==> src/rtl/vic_pkg.sv <==
package vic_pkg;
  localparam int NUM_TMR  = 2;
  localparam int NUM_EP   = 3;
  localparam int NUM_PORT = 2;
  localparam int NUM_SRC  = 1 + NUM_TMR + NUM_EP + NUM_PORT;
  localparam int IDX_W    = (NUM_SRC > 1) ? $clog2(NUM_SRC) : 1;

  // bit positions, priority order (lowest index wins)
  localparam int SRC_BUS  = 0;
  localparam int SRC_TMR  = 1;
  localparam int SRC_EP   = SRC_TMR + NUM_TMR;
  localparam int SRC_PORT = SRC_EP + NUM_EP;
endpackage

==> src/rtl/vic_rise_det.sv <==
module vic_rise_det #(
  parameter int W = 2
) (
  input  logic         clk_i,
  input  logic         rst_ni,
  input  logic [W-1:0] lvl_i,
  output logic [W-1:0] rise_o
);
  logic [W-1:0] prev_q;

  // prev resets high: a tap already high at reset release needs a low first
  always_ff @(posedge clk_i or negedge rst_ni) begin
    if (!rst_ni) prev_q <= '1;
    else         prev_q <= lvl_i;
  end

  for (genvar i = 0; i < W; i++) begin : g_bit
    assign rise_o[i] = lvl_i[i] & ~prev_q[i];
  end
endmodule

==> src/rtl/vic_src_bank.sv <==
module vic_src_bank #(
  parameter int N = 8
) (
  input  logic         clk_i,
  input  logic         rst_ni,
  input  logic [N-1:0] evt_i,
  input  logic [N-1:0] clr_i,
  input  logic         pend_we_i,
  input  logic [N-1:0] pend_wdata_i,
  input  logic         en_we_i,
  input  logic [N-1:0] en_wdata_i,
  output logic [N-1:0] pend_o,
  output logic [N-1:0] en_o
);
  logic [N-1:0] pend_q, en_q;

  for (genvar i = 0; i < N; i++) begin : g_src
    logic base;
    // write first, then ack clear, then events win
    assign base = pend_we_i ? pend_wdata_i[i] : pend_q[i];

    always_ff @(posedge clk_i or negedge rst_ni) begin
      if (!rst_ni) begin
        pend_q[i] <= 1'b0;
        en_q[i]   <= 1'b0;
      end else begin
        pend_q[i] <= (base & ~clr_i[i]) | evt_i[i];
        if (en_we_i) en_q[i] <= en_wdata_i[i];
      end
    end
  end

  assign pend_o = pend_q;
  assign en_o   = en_q;
endmodule

==> src/rtl/vic_prio_enc.sv <==
module vic_prio_enc #(
  parameter int N     = 8,
  parameter int IDX_W = 3
) (
  input  logic [N-1:0]     req_i,
  output logic             any_o,
  output logic [IDX_W-1:0] idx_o
);
  always_comb begin
    idx_o = '0;
    for (int i = N - 1; i >= 0; i--) begin
      if (req_i[i]) idx_o = IDX_W'(i);
    end
  end

  assign any_o = |req_i;
endmodule

==> src/rtl/vic_top.sv <==
module vic_top
  import vic_pkg::*;
(
  input  logic                clk_i,
  input  logic                rst_ni,
  input  logic                bus_rst_evt_i,
  input  logic [NUM_TMR-1:0]  tmr_tap_i,
  input  logic [NUM_EP-1:0]   ep_evt_i,
  input  logic                port_sep_req_i,
  input  logic                port_gp_req_i,
  input  logic                pend_we_i,
  input  logic [NUM_SRC-1:0]  pend_wdata_i,
  input  logic                en_we_i,
  input  logic [NUM_SRC-1:0]  en_wdata_i,
  input  logic                gie_we_i,
  input  logic                gie_wdata_i,
  input  logic                ack_i,
  output logic                irq_o,
  output logic [IDX_W-1:0]    vec_o,
  output logic [NUM_SRC-1:0]  pend_o,
  output logic [NUM_SRC-1:0]  en_o,
  output logic                gie_o
);
  logic [NUM_TMR-1:0]  tmr_rise;
  logic [NUM_SRC-1:0]  set_evt;
  logic [NUM_SRC-1:0]  clr_mask;
  logic [NUM_SRC-1:0]  active;
  logic                any_active;
  logic                ack_fire;
  logic                gie_q;

  vic_rise_det #(.W(NUM_TMR)) u_rise (
    .clk_i  (clk_i),
    .rst_ni (rst_ni),
    .lvl_i  (tmr_tap_i),
    .rise_o (tmr_rise)
  );

  always_comb begin
    set_evt = '0;
    set_evt[SRC_BUS] = bus_rst_evt_i;
    set_evt[SRC_TMR +: NUM_TMR] = tmr_rise;
    set_evt[SRC_EP +: NUM_EP] = ep_evt_i;
    set_evt[SRC_PORT]     = port_sep_req_i;
    set_evt[SRC_PORT + 1] = port_gp_req_i;
  end

  assign ack_fire = ack_i & irq_o;

  for (genvar i = 0; i < NUM_SRC; i++) begin : g_clr
    assign clr_mask[i] = ack_fire & (vec_o == IDX_W'(i));
  end

  vic_src_bank #(.N(NUM_SRC)) u_bank (
    .clk_i        (clk_i),
    .rst_ni       (rst_ni),
    .evt_i        (set_evt),
    .clr_i        (clr_mask),
    .pend_we_i    (pend_we_i),
    .pend_wdata_i (pend_wdata_i),
    .en_we_i      (en_we_i),
    .en_wdata_i   (en_wdata_i),
    .pend_o       (pend_o),
    .en_o         (en_o)
  );

  assign active = pend_o & en_o;

  vic_prio_enc #(.N(NUM_SRC), .IDX_W(IDX_W)) u_prio (
    .req_i (active),
    .any_o (any_active),
    .idx_o (vec_o)
  );

  // ack takes precedence over a same-cycle set
  always_ff @(posedge clk_i or negedge rst_ni) begin
    if (!rst_ni)       gie_q <= 1'b0;
    else if (ack_fire) gie_q <= 1'b0;
    else if (gie_we_i) gie_q <= gie_wdata_i;
  end

  assign gie_o = gie_q;
  assign irq_o = gie_q & any_active;
endmodule

==> config.mk <==
export PLATFORM = sky130hd
export DESIGN_NAME = vic_top
export DESIGN_NICKNAME = d
export VERILOG_FILES = /design/src/rtl/vic_pkg.sv /design/src/rtl/vic_rise_det.sv /design/src/rtl/vic_src_bank.sv /design/src/rtl/vic_prio_enc.sv /design/src/rtl/vic_top.sv
export SDC_FILE = /design/constraint.sdc
export NUM_CORES = 1
export LEC_CHECK = 0
export CAP_MARGIN = 20
export CORE_ASPECT_RATIO = 0.7
export CORE_MARGIN = 8
export CORE_UTILIZATION = 41
export CTS_CLUSTER_SIZE = 25
export DETAILED_ROUTE_END_ITERATION = 16
export GPL_TIMING_DRIVEN = 0
export HOLD_SLACK_MARGIN = 0.1
export PLACE_DENSITY = 0.84
export SLEW_MARGIN = 20
export SYNTH_ARGS = -nofsm -noshare
export SYNTH_HDL_FRONTEND = slang
export SYNTH_SLANG_ARGS = --single-unit
==> constraint.sdc <==
create_clock -name clk_i -period 3 [get_ports clk_i]
set_clock_uncertainty 0.05 [all_clocks]
set_input_delay 0.6 -clock clk_i [delete_from_list [all_inputs] [get_ports clk_i]]
set_output_delay 0.6 -clock clk_i [all_outputs]
set_load 0.05 [all_outputs]
==> reports/qor_table.md <==
| Item | Value | Unit |
| --- | --- | --- |
| Outcome | completed | - |
| Starting Density | 0.437 | - |
| R2r setup slk | 1.45 | ns |
| Post-synthesis cell count | 84 | - |
| Data required time at the worst endpoint | 2.35 | ns |
| Maximum level of the CTS H-tree | 1 | - |
| Floorplan core area | 2170 | µm² |
| Worst EP arrival | 2.19 | ns |
| Area grow syn2layout | 59.7 | % |
| Final worst setup slack | 0.156 | ns |
| Setup repair after global routing missed its margin | no | - |
| CTS clock-pin slew for the worst setup and hold paths | 0.11 | ns |
| Hold Path End | u_bank.pend_o[1]$_DFF_PN0_ | - |
| Final Net Count | 170 | - |
| End of the worst register-to-register path | u_bank.pend_o[6]$_DFF_PN0_ | - |
| Width of the die | 73.5 | µm |
| Total iterations of the first detailed-routing run | 4 | - |
| Portion of the post-synthesis area used by sequential elements | 0.503 | - |
| Avg Cell Area, Syn | 11.3 | µm² |
| Avg WL per Cell | 16.7 | µm |
| Static Leakage | 0.000606 | µW |
| Clk Latency, worst-skew pair | 0.30 | ns |
| Source of the critical timing path | u_bank.pend_o[4]$_DFF_PN0_ | - |
| Top FF cell, synth | sky130_fd_sc_hd__dfrtp_1 | - |
| Largest net degree at the start of global routing | 20 | - |
| Number of enable-type register cells in the synthesized netlist | 0 | - |
| Number of buffers inserted during clock tree synthesis | 3 | - |
| Fin Hold WS | 0.506 | ns |
| Post-Synth XOR/XNOR Area | 0 | - |
| Area of the mapped netlist | 950 | µm² |
| I/O pin cnt | 52 | - |
| Antenna Cells | 0 | - |
| Overflow left after global routing | 0 | - |
| Synth Net Count | 115 | - |
| Global-route wire length before repair | 4.78 | mm |
| Cell Pwr Density | 494 | nW/µm² |
| Post_cts resized | 1 | - |
| Launch instance of the worst register-to-register path | u_bank.pend_o[2]$_DFF_PN0_ | - |
| TritonCTS clock tree | done | - |
| Bufs on Longest Clock Path | 2 | - |
| Post-CTS setup buffers | 0 | - |
| Number of antenna violations at the first check in global routing | 0 | - |
| Yosys synthesis warning count | 0 | - |
| Via count of the first global-routing pass | 939 | - |
| Worst slack at placement | 0.318 | ns |
| # clock sinks | 19 | - |
| DRC violations left | 0 | - |
| Detailed-route via count | 888 | - |
| Total detailed-routing wirelength | 2.83 | mm |
| Worst Tran Pin Value | 0.843 | ns |
| Fill count | 196 | - |
| 1st-iter DRT viols | 34 | - |
| Number of cells on the worst hold path | 1 | - |
| Total count of max-transition violations in the final report | 0 | - |
| Simple-gate area share of the yosys netlist | 0.126 | - |
| Critical hold path startpoint | u_rise.prev_q[0]$_DFF_PN1_ | - |
| GRT Util Overall | 0.146 | - |
| Number of setup violations in the final report | 0 | - |
| Hold buffers post-CTS | 0 | - |
| Max rail drop VDD | 0.354 | mV |
| Core Rows | 14 | - |
| Launching element type of the critical path | flip-flop | - |
| Multiplexer fraction of the synthesized cell area | 0.149 | - |
| Clock Tree Root | sky130_fd_sc_hd__clkbuf_4 | - |
| Total Negative Setup Slacks | 0 | ns |
| Post-synth ARST share | 1.00 | - |
| Number of hold violations in the final report | 0 | - |
| Power after layout | 749 | µW |
| Remaining max-slew budget at the tightest pin | 0.437 | - |
| Total half-perimeter wirelength after legalization and detailed placement | 2.31 | mm |
| Part of the cycle the worst path needs | 0.948 | - |
| Adder-cell share of the synthesized area | 0 | - |
| Number of routed nets with antenna violations | 0 | - |
| Count of buffers inserted at the top-level ports | 50 | - |
| Highest Clock Rate | 352 | MHz |
| Count of state elements after synthesis | 19 | - |
| Vias per inst | 5.22 | - |
| Die H | 56.3 | µm |
| Post-layout util | 0.698 | - |
| Largest fanout on the critical path | 4 | - |
| Min cycle time layout | 2.84 | ns |
| CP Class | flip-flop to output port | - |
| Share of layout cells above drive strength 1 | 0.138 | - |
| Endpoint class of the critical path | output port | - |
| Die footprint | 4140 | µm² |
| Netlist cell types | 30 | - |
| Post-synthesis compound-gate area fraction | 0.204 | - |
| Placer congestion estimate | 0.786 | - |
| Worst hold path type | flip-flop to flip-flop | - |
| Dominant combinational cell family by area after synthesis | compound AO/OA/AOI/OAI gates | - |
| Maximum Capacitance Violations | 0 | - |
| Reg2Reg Depth | 4 | - |
-- kinds of logic after synthesis --
| group | count (synthesis) |
|---|---|
| compound gates | 25 |
| simple gates | 23 |
| flops | 19 |
| mux | 13 |
| buf+inv | 4 |
-- worst max-delay path: stages, from the launching register on --
cell and delay, ns:
sky130_fd_sc_hd__dfrtp_1 0.43, sky130_fd_sc_hd__a22o_1 0.26, sky130_fd_sc_hd__nand2b_1 0.18, sky130_fd_sc_hd__a21boi_0 0.18, sky130_fd_sc_hd__clkdlybuf4s50_1 0.83
-- cell usage after synthesis, types with 2 or more instances --
library cell / n / area (µm²)
sky130_fd_sc_hd__nand3_1: 2 / 10.0
sky130_fd_sc_hd__nor2_1: 4 / 15.0
sky130_fd_sc_hd__dfrtp_1: 17 / 425
sky130_fd_sc_hd__a21o_1: 2 / 15.0
sky130_fd_sc_hd__a211oi_1: 4 / 30.0
sky130_fd_sc_hd__a22oi_2: 2 / 25.0
sky130_fd_sc_hd__mux2i_1: 4 / 40.0
sky130_fd_sc_hd__o22ai_1: 3 / 18.8
sky130_fd_sc_hd__and2_1: 2 / 12.5
sky130_fd_sc_hd__nor2b_1: 4 / 25.0
sky130_fd_sc_hd__mux2_2: 9 / 101
sky130_fd_sc_hd__a22o_1: 3 / 26.3
sky130_fd_sc_hd__a21oi_1: 5 / 25.0
sky130_fd_sc_hd__inv_1: 2 / 7.51
sky130_fd_sc_hd__dfstp_2: 2 / 52.6
sky130_fd_sc_hd__nand2_1: 5 / 18.8
-- layer usage --
layer / global-route usage / wire length [µm]
met1: 0.173 / 1220
met2: 0.236 / 1330
met3: 0.0761 / 279
met4: 0.0170 / 0
met5: 0 / 0
-- placed cells by master, fill, tap and decap left out --
master,count
sky130_fd_sc_hd__a2111oi_1,1
sky130_fd_sc_hd__a32o_2,1
sky130_fd_sc_hd__clkinv_2,1
sky130_fd_sc_hd__clkbuf_1,1
sky130_fd_sc_hd__dfrtp_1,17
sky130_fd_sc_hd__nor3b_1,1
sky130_fd_sc_hd__and2_0,1
sky130_fd_sc_hd__clkdlybuf4s50_1,49
sky130_fd_sc_hd__nor2_1,4
sky130_fd_sc_hd__clkbuf_4,3
sky130_fd_sc_hd__o22ai_1,3
sky130_fd_sc_hd__a22oi_2,2
sky130_fd_sc_hd__nand3b_1,1
sky130_fd_sc_hd__mux2i_1,4
sky130_fd_sc_hd__o31a_1,1
sky130_fd_sc_hd__a21oi_1,5
sky130_fd_sc_hd__buf_2,1
sky130_fd_sc_hd__a211oi_1,4
sky130_fd_sc_hd__a22o_1,3
sky130_fd_sc_hd__dlygate4sd2_1,1
sky130_fd_sc_hd__a21o_1,2
sky130_fd_sc_hd__nand3_1,2
sky130_fd_sc_hd__a21boi_0,1
sky130_fd_sc_hd__nand2_1,5
sky130_fd_sc_hd__inv_1,2
sky130_fd_sc_hd__dfstp_2,2
sky130_fd_sc_hd__and2_1,2
sky130_fd_sc_hd__a211o_1,1
sky130_fd_sc_hd__o21bai_1,1
sky130_fd_sc_hd__nor3_1,1
sky130_fd_sc_hd__nand2b_1,1
sky130_fd_sc_hd__nor2b_1,4
sky130_fd_sc_hd__mux2_2,9
sky130_fd_sc_hd__nand4_1,1
-- registers in the layout, indices dropped and copies added (netlist names) --
name           flops
gie_o              1
u_bank.en_o        8
u_bank.pend_o      8
u_rise.prev_q      2
-- how the worst max path moves through the flow --
stage	end	slack [ns]	cells after the start
floorplan	vec_o[1]	0.15	3
global placement	vec_o[0]	0.38	4
detailed placement	vec_o[0]	0.32	4
CTS	vec_o[1]	0.15	4
global route	irq_o	0.05	5
finish	vec_o[1]	0.16	4
-- final cells by class --
class                      instances  area (µm²)  share of cell area
inverter                           2        7.51             0.00495
clock buffer                       3        22.5              0.0149
tap                               32        40.0              0.0264
sequential                        19         478               0.315
timing repair buffer              50         499               0.329
clock inverter                     1        5.00             0.00330
multi-input combinational         61         455               0.300
buffer                             2        8.76             0.00578
-- power breakdown --
group	switching, µW	leakage (µW)	internal [µW]
combinational	183	0.000379	126
clock	82.9	0.0000177	49.8
sequential	28.0	0.000209	280
total	294	0.000606	455
-- stage by stage --
step / instances / instance area [µm²]
finish: 170 / 1520
global route: 170 / 1520
CTS: 170 / 1520
detailed placement: 166 / 1490
global placement: 166 / 1490
floorplan: 84 / 950
(Power assumes the default switching activity.)
